File: src/rtl/ustore_loader.sv
module ustore_loader #(
  parameter int DEPTH = 16,
  localparam int AW = $clog2(DEPTH)
) (
  input  logic          clk,
  input  logic          rst_n,
  input  logic          wr_en,
  input  logic [1:0]    wr_sel,
  input  logic [31:0]   wr_data,
  output logic [31:0]   addr_rdata,
  input  logic [AW-1:0] rd_addr,
  output logic [41:0]   rd_word
);
  localparam logic [1:0] SEL_ADDR = 2'd0;
  localparam logic [1:0] SEL_LO   = 2'd1;
  localparam logic [1:0] SEL_HI   = 2'd2;

  logic          prog_en;
  logic [AW-1:0] addr;
  logic [31:0]   lo_q;
  logic [41:0]   store [DEPTH];

  wire [39:0] instr  = {wr_data[7:0], lo_q};
  wire        par_lo = ^instr[19:0];
  wire        par_hi = ^instr[39:20];
  wire        commit = wr_en && prog_en && wr_sel == SEL_HI;

  always_ff @(posedge clk or negedge rst_n) begin
    if (!rst_n) begin
      prog_en <= 1'b0;
      addr    <= '0;
      lo_q    <= '0;
    end else if (wr_en) begin
      if (wr_sel == SEL_ADDR) begin
        prog_en <= wr_data[31];
        addr    <= wr_data[AW-1:0];
      end else if (prog_en && wr_sel == SEL_LO) begin
        lo_q <= wr_data;
      end else if (commit) begin
        addr <= (addr == AW'(DEPTH-1)) ? '0 : addr + 1'b1;
      end
    end
  end

  always_ff @(posedge clk) begin
    if (commit) store[addr] <= {par_hi, par_lo, instr};
  end

  assign addr_rdata = {prog_en, {(31-AW){1'b0}}, addr};
  assign rd_word    = store[rd_addr];
endmodule

File: config.mk
export PLATFORM = sky130hd
export DESIGN_NAME = ustore_loader
export DESIGN_NICKNAME = d
export VERILOG_FILES = /design/src/rtl/ustore_loader.sv
export SDC_FILE = /design/constraint.sdc
export NUM_CORES = 1
export LEC_CHECK = 0
export BUFFER_PORTS_ARGS = -buffer_cell sky130_fd_sc_hd__buf_2
export CORE_UTILIZATION = 25
export DETAILED_ROUTE_END_ITERATION = 10
export PLACE_DENSITY_LB_ADDON = 0.05
export REMOVE_ABC_BUFFERS = 1
export SLEW_MARGIN = 10
export SYNTH_ARGS = -nofsm -noshare
export SYNTH_HDL_FRONTEND = slang
export SYNTH_SLANG_ARGS = --single-unit
File: constraint.sdc
create_clock -name clk -period 8 [get_ports clk]
set_input_delay 1.6 -clock clk [delete_from_list [all_inputs] [get_ports clk]]
set_output_delay 1.6 -clock clk [all_outputs]
set_load 0.01 [all_outputs]
==> results of run 1 <==
-- stage by stage --
stage	instance area, um^2	total power (W)	setup slack, ns	utilization [%]
floorplan	26820	0.005649	2.655	-
global placement	29510	0.006211	2.459	27.41
detailed placement	29510	0.006243	2.493	27.41
CTS	32220	0.01007	2.494	29.93
global route	32230	0.01032	2.397	29.94
finish	32230	0.009888	2.577	29.94
-- power by group through the flow --
stage | Combinational, W | Clock [W] | Sequential [W]
finish | 0.00107 | 0.00375 | 0.00507
global route | 0.00117 | 0.00402 | 0.00513
CTS | 0.00108 | 0.00390 | 0.00509
detailed placement | 0.00107 | 0 | 0.00517
global placement | 0.00106 | 0 | 0.00515
floorplan | 0.000633 | 0 | 0.00502
-- kinds of logic after synthesis --
logic type | after synthesis | share of synthesized area [%]
compound gates | 93 | 2.531
xor+xnor | 36 | 1.256
fa+ha+maj | 4 | 0.1834
buf+inv | 92 | 2.091
flops | 709 | 77.35
mux | 203 | 15.30
other cells | 1 | 0.01374
simple gates | 82 | 1.270
-- layer usage --
| layer | GRT usage (%) | vias to the layer above | routed length [um] |
|---|---|---|---|
| met2 | 22.35 | 276 | 36140 |
| met5 | 0 | - | 9 |
| li1 | - | 5370 | - |
| met4 | 3.704 | 2 | 1608 |
| met3 | 2.524 | 104 | 2857 |
| met1 | 19.97 | 6988 | 36620 |
-- flip-flops by register name, summed over array words and instances (netlist names) --
name     flops
prog_en      1
addr         4
store      672
lo_q        32
-- worst max-delay path by stage --
stage / slack (ns) / end
6_report: 2.58 / rd_word[30]
3_5_place_dp: 2.49 / rd_word[30]
5_1_grt: 2.40 / rd_word[5]
2_1_floorplan: 2.66 / store[0][0]
3_3_place_gp: 2.46 / rd_word[30]
4_1_cts: 2.49 / rd_word[30]
-- placed cells by master (no fill, tap or decap), types with 5 or more instances in the layout --
cell type   instances
clkbuf_8            7
buf_2              84
a22oi_1            85
mux2_2             33
clkinvlp_4          5
buf_4              34
mux4_2            168
nor2_4             13
buf_12              5
bufinv_16           5
xnor2_1            29
clkinv_2           12
clkbuf_1           21
dfrtp_1            37
clkinv_1           16
edfxtp_1          672
clkbuf_16          89
conb_1             27
nand2_1            50
-- worst reg2reg max path: cells and delay by family (launching register included) --
family | cells | cell delay (ns)
xor+xnor | 4 | 2.09
flops | 1 | 0.59
-- final cells by class --
| class | count | area [um^2] |
|---|---|---|
| flip-flops and latches | 709 | 21110 |
| clock buffers | 117 | 2402 |
| multi-input cells | 445 | 5848 |
| well taps | 1403 | 1755 |
| clock inverters | 38 | 307.8 |
| inverters | 2 | 7.507 |
| fillers | 10440 | 75420 |
| repair buffers | 125 | 802.0 |
==> flow_metrics.env, run 1 <==
export IMPL_cp_arrival_ns=3.82
export IMPL_setup_violations=0
export IMPL_ys_seq_area_share_pct=77.35
export IMPL_hpwl_um=38390
export IMPL_cp_depth=6
export IMPL_die_w_um=332.4
export IMPL_grt_pass1_vias=13920
export IMPL_fin_crit_ns=5.423
export IMPL_h_tree_depth=3
export IMPL_p_per_area_nw_per_um2=306.8
export IMPL_fin_setup_tns_ns=0
export IMPL_drt_wl_total_um=77230
export IMPL_cpMaxStageDelayCell="mux4_2"
export IMPL_layout_drive_gt1_share_pct=32.59
export IMPL_stdcell_count=2839
export IMPL_path_class="input port to output pin"
export IMPL_tritoncts="done"
export IMPL_track_usage_pct=14.14
export IMPL_synth_warnings=0
export IMPL_rsz0062_at_grt="false"
export IMPL_critical_path_max_stage_delay_ns=0.55
export IMPL_cts_sinks=709
export IMPL_p_sw_w=0.002492
export IMPL_num_nets_final=1412
export IMPL_vdd_drop_max_mv=0.2528
export IMPL_place_inst=2684
export IMPL_cp_end_kind="output pin"
export IMPL_antenna_cells=0
export IMPL_synthTopCellsByCount="edfxtp_1 (672), mux4_2 (168), a22oi_1 (85)"
export IMPL_hold_viol=0
export IMPL_reg2reg_slack_ns=4.96
export IMPL_synth_most_common_cell="edfxtp_1"
export IMPL_synth_area_top_cells="edfxtp_1 (74%), mux4_2 (14%), dfrtp_1 (3.4%)"
export IMPL_ctsResizeCount=0
export IMPL_clockBufferDepth=3
export IMPL_portBuffers=87
export IMPL_hp_start="prog_en"
export IMPL_core_um2=107700
export IMPL_clkLatencyLatePin_ns=0.64
export IMPL_synth_edf_count=672
export IMPL_status="finished clean"
export IMPL_synth_seq_cells=709
export IMPL_worstMarginPinSlew_ns=1.177
export IMPL_grt_start_max_net_pins=70
export IMPL_dr_pass1_iters=5
export IMPL_pwr_share_seq_pct=51.3
export IMPL_overflow=0
export IMPL_clk_transition_reported_paths_ns=0.05
export IMPL_p_leak_nw=10.31
export IMPL_critical_path_startpoint="rd_addr[0]"
export IMPL_slew_violations=0
export IMPL_yosys_area_top_type_share_pct=73.96
export IMPL_antenna_found_initial=4
export IMPL_wl_per_cell_um=27.20
export IMPL_required_ns=6.40
export IMPL_grt_pass1_wl_um=109300
export IMPL_internal_power_w=0.007396
export IMPL_post_route_period_util_pct=67.78
export IMPL_reg2reg_to="store[9][40]"
export IMPL_vias=12740
export IMPL_die_h_um=332.4
export IMPL_cts_buffers=84
export IMPL_postSynth_asyncResetShare_pct=5.219
export IMPL_worstHoldPathCells=1
export IMPL_dieArea_um2=110500
export IMPL_routabilityCongestion=0.6504
export IMPL_clkPwrFrac_pct=38.0
export IMPL_vias_per_cell=4.487
export IMPL_max_slew_margin_pct=20.97
export IMPL_syn_area_um2=27280
export IMPL_postCtsSetupBuffers=0
export IMPL_yosys_area_top_type="edfxtp_1"
export IMPL_synthCells=1220
export IMPL_r2r_cells=4
export IMPL_cp_start_kind="input port"
export IMPL_cp_max_fo=53
export IMPL_syn2layout_area_growth_pct=18.12
export IMPL_switching_share_pct=25.20
export IMPL_rows=120
export IMPL_synth_flop_cell="edfxtp_1"
export IMPL_hold_path_end="prog_en"
export IMPL_syn_avg_cell_area_um2=22.36
export IMPL_cts_root_buf="clkbuf_16"
export IMPL_timing_rr_start="lo_q[9]"
export IMPL_holdWs_ns=0.5929
export IMPL_start_util_pct=25.35
export IMPL_hold_buffers=0
export IMPL_ys_types=32
export IMPL_cp_num_buf_inv=3
export IMPL_skew_ns=0.03492
export IMPL_drt_iter0_markers=846
export IMPL_fmax_mhz=184.4
export IMPL_critPathTopFamily="buffers and inverters"
export IMPL_drcViolationCount=0
export IMPL_hp_class="flop to flop"
export IMPL_ios=115
export IMPL_path_cells="buf_8 > buf_12 > mux4_2 > a22oi_1 > nand2_1 > buf_2"
export IMPL_pwr_share_comb_pct=10.8
export IMPL_final_antenna_net_count=0
export IMPL_cap_violations=0
Note: power is estimated with default switching activity, not from simulation.
==> run 2: changes to the inputs <==
- clock period: 8 -> 4.45 ns (I/O delays scaled with it)
==> flow_metrics.env, run 2 (same netlist as run 1, synthesis figures left out) <==
export IMPL_track_usage_pct=14.40
export IMPL_grt_pass1_vias=13870
export IMPL_total_power_w=0.01763
export IMPL_max_slew_margin_pct=22.82
export IMPL_status="finished clean"
export IMPL_multi_input_area_um2=5841
export IMPL_final_util_pct=30.31
export IMPL_grt_start_max_net_pins=44
export IMPL_die_h_um=332.4
export IMPL_vias=12880
export IMPL_dieArea_um2=110500
export IMPL_h_tree_depth=3
export IMPL_hold_viol=0
export IMPL_met3_length_um=2292
export IMPL_hold_buffers=0
export IMPL_fillers=10340
export IMPL_worstMarginPinSlew_ns=1.149
export IMPL_cts_sinks=709
export IMPL_antenna_cells=0
export IMPL_cp_max_fo=18
export IMPL_routabilityCongestion=0.6644
export IMPL_cp_end_kind="output pin"
export IMPL_drt_iter0_markers=815
export IMPL_fmax_mhz=269.8
export IMPL_dr_wl_met2_um=36490
export IMPL_slew_violations=0
export IMPL_clk_transition_reported_paths_ns=0.06
export IMPL_layout_drive_gt1_share_pct=33.42
export IMPL_cts_buffers=85
export IMPL_final_antenna_net_count=0
export IMPL_cts_root_buf="clkbuf_16"
export IMPL_cap_violations=0
export IMPL_setup_violations=0
export IMPL_postCtsSetupBuffers=0
export IMPL_skew_ns=0.02253
export IMPL_vdd_drop_max_mv=0.3601
export IMPL_cp_start_kind="input port"
export IMPL_fin_crit_ns=3.707
export IMPL_required_ns=3.56
export IMPL_highest_layer="met5"
export IMPL_grt_pass1_wl_um=111200
export IMPL_p_leak_nw=10.47
export IMPL_r2r_cells=4
export IMPL_syn2layout_area_growth_pct=19.60
export IMPL_timing_rr_start="lo_q[12]"
export IMPL_hp_class="input port to async pin"
export IMPL_antenna_found_initial=1
export IMPL_cp_arrival_ns=2.82
export IMPL_final_cell_mix="edfxtp_1 (672), mux4_2 (168), clkbuf_16 (87)"
export IMPL_vias_per_cell=4.491
export IMPL_overflow=0
export IMPL_reg2reg_slack_ns=1.45
export IMPL_ctsResizeCount=0
export IMPL_die_w_um=332.4
export IMPL_hpwl_um=42380
export IMPL_clockBufferDepth=3
export IMPL_dr_pass1_iters=4
export IMPL_post_route_period_util_pct=83.29
export IMPL_largest_reg_flops=672
export IMPL_ios=115
export IMPL_final_common_cell="edfxtp_1"
export IMPL_drcViolationCount=0
export IMPL_top_regs="store: 672 flops, lo_q: 32 flops, addr: 4 flops"
export IMPL_p_per_area_nw_per_um2=540.3
export IMPL_num_nets_final=1438
export IMPL_rsz0062_at_grt="false"
export IMPL_wl_per_cell_um=27.50
export IMPL_rows=120
export IMPL_portBuffers=87
export IMPL_clkLatencyLatePin_ns=0.64
export IMPL_drt_wl_total_um=78910
export IMPL_largest_register="store"
export IMPL_reg2reg_to="store[1][40]"
export IMPL_start_util_pct=25.35
export IMPL_area_sequential_um2=21110
export IMPL_core_um2=107700
export IMPL_tritoncts="done"
export IMPL_met1_length_um=38620
export IMPL_path_class="input port to output pin"
## run 2: changes by cell type in the layout (fill, tap and decap cells not counted), sizes merged
cell / change
clkinvlp: -1
bufinv: +1
clkbuf: -4
inv: +5
clkinv: +4
buf: +25
## run 2: stage by stage
step / hold slack (ns) / cell area (um^2) / setup slack [ns] / setup TNS (ns) / instances
floorplan: 0.5944 / 26820 / -0.1846 / -30.82 / 1156
global placement: 0.5809 / 29950 / 0.7182 / 0 / 2709
detailed placement: 0.5823 / 29950 / 0.7303 / 0 / 2709
CTS: 0.3549 / 32630 / 0.7280 / 0 / 2869
global route: 0.3701 / 32630 / 0.6471 / 0 / 2869
finish: 0.3613 / 32630 / 0.7434 / 0 / 2869
## run 2: critical path: stages
cell and delay (ns):
buf_8 0.23, buf_4 0.39, mux4_2 0.58, a22oi_1 0.41, nand2_1 0.09, buf_2 0.16
## run 2: how the worst max path moves through the flow
stage | startpoint | end
2_1_floorplan | wr_en | store[0][0]
3_5_place_dp | rd_addr[0] | rd_word[17]
4_1_cts | rd_addr[0] | rd_word[17]
3_3_place_gp | rd_addr[0] | rd_word[17]
5_1_grt | rd_addr[0] | rd_word[17]
6_report | rd_addr[0] | rd_word[17]
## run 2: metal layers
layer  GRT usage (%)  vias to the layer above
li1                -                     5420
met1           20.87                     7123
met2           22.51                      237
met3           2.367                      102
met4           3.339                        2
met5               0                        -
## run 2: where the power goes
group | switching [W] | internal, W
sequential | 0.000572 | 0.00842
clock | 0.00277 | 0.00397
combinational | 0.00114 | 0.000755
## run 2: area by class of cell
class	count	area share [%]
timing repair buffer	150	3.800
clock buffer	113	7.032
clock inverter	47	1.192
inverter	2	0.02301
multi-input combinational	445	17.90
sequential	709	64.68
tap	1403	5.379
==> run 3: changes to the inputs <==
- clock period: 4.45 -> 3.75 ns (I/O delays scaled with it)
==> flow_metrics.env, run 3 (same netlist as run 1, synthesis figures left out) <==
export IMPL_status="finished clean"
export IMPL_vias_per_cell=4.492
export IMPL_track_usage_pct=14.55
export IMPL_cp_max_fo=18
export IMPL_critical_path_max_stage_delay_ns=0.52
export IMPL_rsz0062_at_grt="false"
export IMPL_hold_buffers=0
export IMPL_dr_pass1_iters=4
export IMPL_drcViolationCount=0
export IMPL_grt_pass1_wl_um=111500
export IMPL_max_slew_margin_pct=24.72
export IMPL_reg2reg_to="store[7][41]"
export IMPL_slew_violations=0
export IMPL_cp_arrival_ns=2.52
export IMPL_cts_buffers=85
export IMPL_antenna_cells=0
export IMPL_gr_max_usage_layer="met2"
export IMPL_p_leak_nw=10.70
export IMPL_design_area_um2=33040
export IMPL_portBuffers=87
export IMPL_setup_violations=0
export IMPL_cpMaxStageDelayCell="mux4_2"
export IMPL_die_h_um=332.4
export IMPL_gr_usage_met3_pct=2.367
export IMPL_wl_per_cell_um=27.77
export IMPL_p_per_area_nw_per_um2=655.3
export IMPL_antenna_found_initial=3
export IMPL_start_util_pct=25.35
export IMPL_vdd_drop_max_mv=0.4789
export IMPL_dieArea_um2=110500
export IMPL_clockBufferDepth=3
export IMPL_r2r_cells=4
export IMPL_syn2layout_area_growth_pct=21.11
export IMPL_layout_setup_ws_ns=0.4768
export IMPL_gr_usage_met1_pct=21.04
export IMPL_fin_crit_ns=3.273
export IMPL_largest_reg_flops=672
export IMPL_final_antenna_net_count=0
export IMPL_cp_end_kind="output pin"
export IMPL_num_nets_final=1455
export IMPL_fmax_mhz=305.5
export IMPL_cp_num_buf_inv=3
export IMPL_rows=120
export IMPL_path_cells="buf_8 > buf_12 > mux4_2 > a22oi_1 > nand2_1 > buf_2"
export IMPL_final_common_cell="edfxtp_1"
export IMPL_clkLatencyLatePin_ns=0.63
export IMPL_skew_ns=0.02493
export IMPL_grt_start_max_net_pins=43
export IMPL_routabilityCongestion=0.6693
export IMPL_grtUsageMet2_pct=22.79
export IMPL_final_cell_mix="edfxtp_1 (672), mux4_2 (168), clkbuf_16 (89)"
export IMPL_die_w_um=332.4
export IMPL_cts_root_buf="clkbuf_16"
export IMPL_grt_pass1_vias=14090
export IMPL_worstMarginPinSlew_ns=1.121
export IMPL_cp_start_kind="input port"
export IMPL_h_tree_depth=3
export IMPL_holdWs_ns=0.2947
export IMPL_clk_transition_reported_paths_ns=0.05
export IMPL_total_power_w=0.02165
export IMPL_core_um2=107700
export IMPL_place_area_um2=30180
export IMPL_reg2reg_slack_ns=1.04
export IMPL_fin_setup_tns_ns=0
export IMPL_cts_sinks=709
export IMPL_fillers=10320
export IMPL_timing_rr_start="lo_q[25]"
export IMPL_drt_wl_total_um=80070
export IMPL_place_ws_ns=0.4506
export IMPL_layout_drive_gt1_share_pct=34.86
export IMPL_cap_violations=0
export IMPL_postCtsSetupBuffers=0
export IMPL_vias=12950
export IMPL_hpwl_um=42900
export IMPL_drt_iter0_markers=836
export IMPL_tritoncts="done"
export IMPL_ctsResizeCount=0
export IMPL_post_route_period_util_pct=87.29
export IMPL_ios=115
export IMPL_hold_viol=0
export IMPL_path_class="input port to output pin"
export IMPL_hp_class="input port to async pin"
export IMPL_overflow=0
export IMPL_critPathTopFamily="buffers and inverters"
export IMPL_top_regs="store: 672 flops, lo_q: 32 flops, addr: 4 flops"
export IMPL_required_ns=3.00
export IMPL_largest_register="store"
## run 3: cell count changes in the layout (fill, tap and decap cells not counted), sizes merged
cell / delta
clkinv: -9
clkbuf: +10
inv: -4
clkinvlp: -3
buf: +17
bufinv: +3
## run 3: how the worst max path moves through the flow
stage,cells past startpoint,to,slack [ns],from
final,6,rd_word[9],0.48,rd_addr[0]
after global routing,6,rd_word[9],0.37,rd_addr[0]
after CTS,6,rd_word[9],0.44,rd_addr[0]
after detailed placement,6,rd_word[9],0.45,rd_addr[0]
after global placement,6,rd_word[37],0.44,rd_addr[0]
after floorplan,4,store[0][0],-0.74,wr_en
## run 3: layout make-up
class / instances / area, um^2 / area share [%]
Clock buffer: 123 / 2475 / 7.490
Clock inverter: 34 / 392.9 / 1.189
Inverter: 2 / 7.507 / 0.02272
Multi-Input combinational cell: 445 / 5841 / 17.68
Sequential cell: 709 / 21110 / 63.87
Tap cell: 1403 / 1755 / 5.312
Timing Repair Buffer: 167 / 1468 / 4.442
## run 3: worst reg2reg max path, stage by stage, from the launching register on
cell     delay [ns]
dfrtp_1        0.41
xnor2_1        0.33
xnor2_1        0.23
xnor3_1        0.48
xnor2_1        0.90
## run 3: where the power goes
group          total [W]  leakage [nW]  internal, W  switching (W)
Sequential        0.0106          6.50       0.0101       0.000512
Combinational    0.00262          2.78      0.00100        0.00162
Clock            0.00842          1.41      0.00519        0.00323
Total             0.0217          10.7       0.0163        0.00536
## run 3: through the flow
stage | std cells | utilization, %
floorplan | 1156 | -
global placement | 2726 | 28.03
detailed placement | 2726 | 28.03
CTS | 2883 | 30.70
global route | 2883 | 30.70
finish | 2883 | 30.70
## run 3: per-layer routing
layer / vias up / wire length (um)
met5: - / 9
met4: 2 / 1119
met3: 82 / 2657
met2: 256 / 36990
met1: 7165 / 39300
li1: 5446 / -
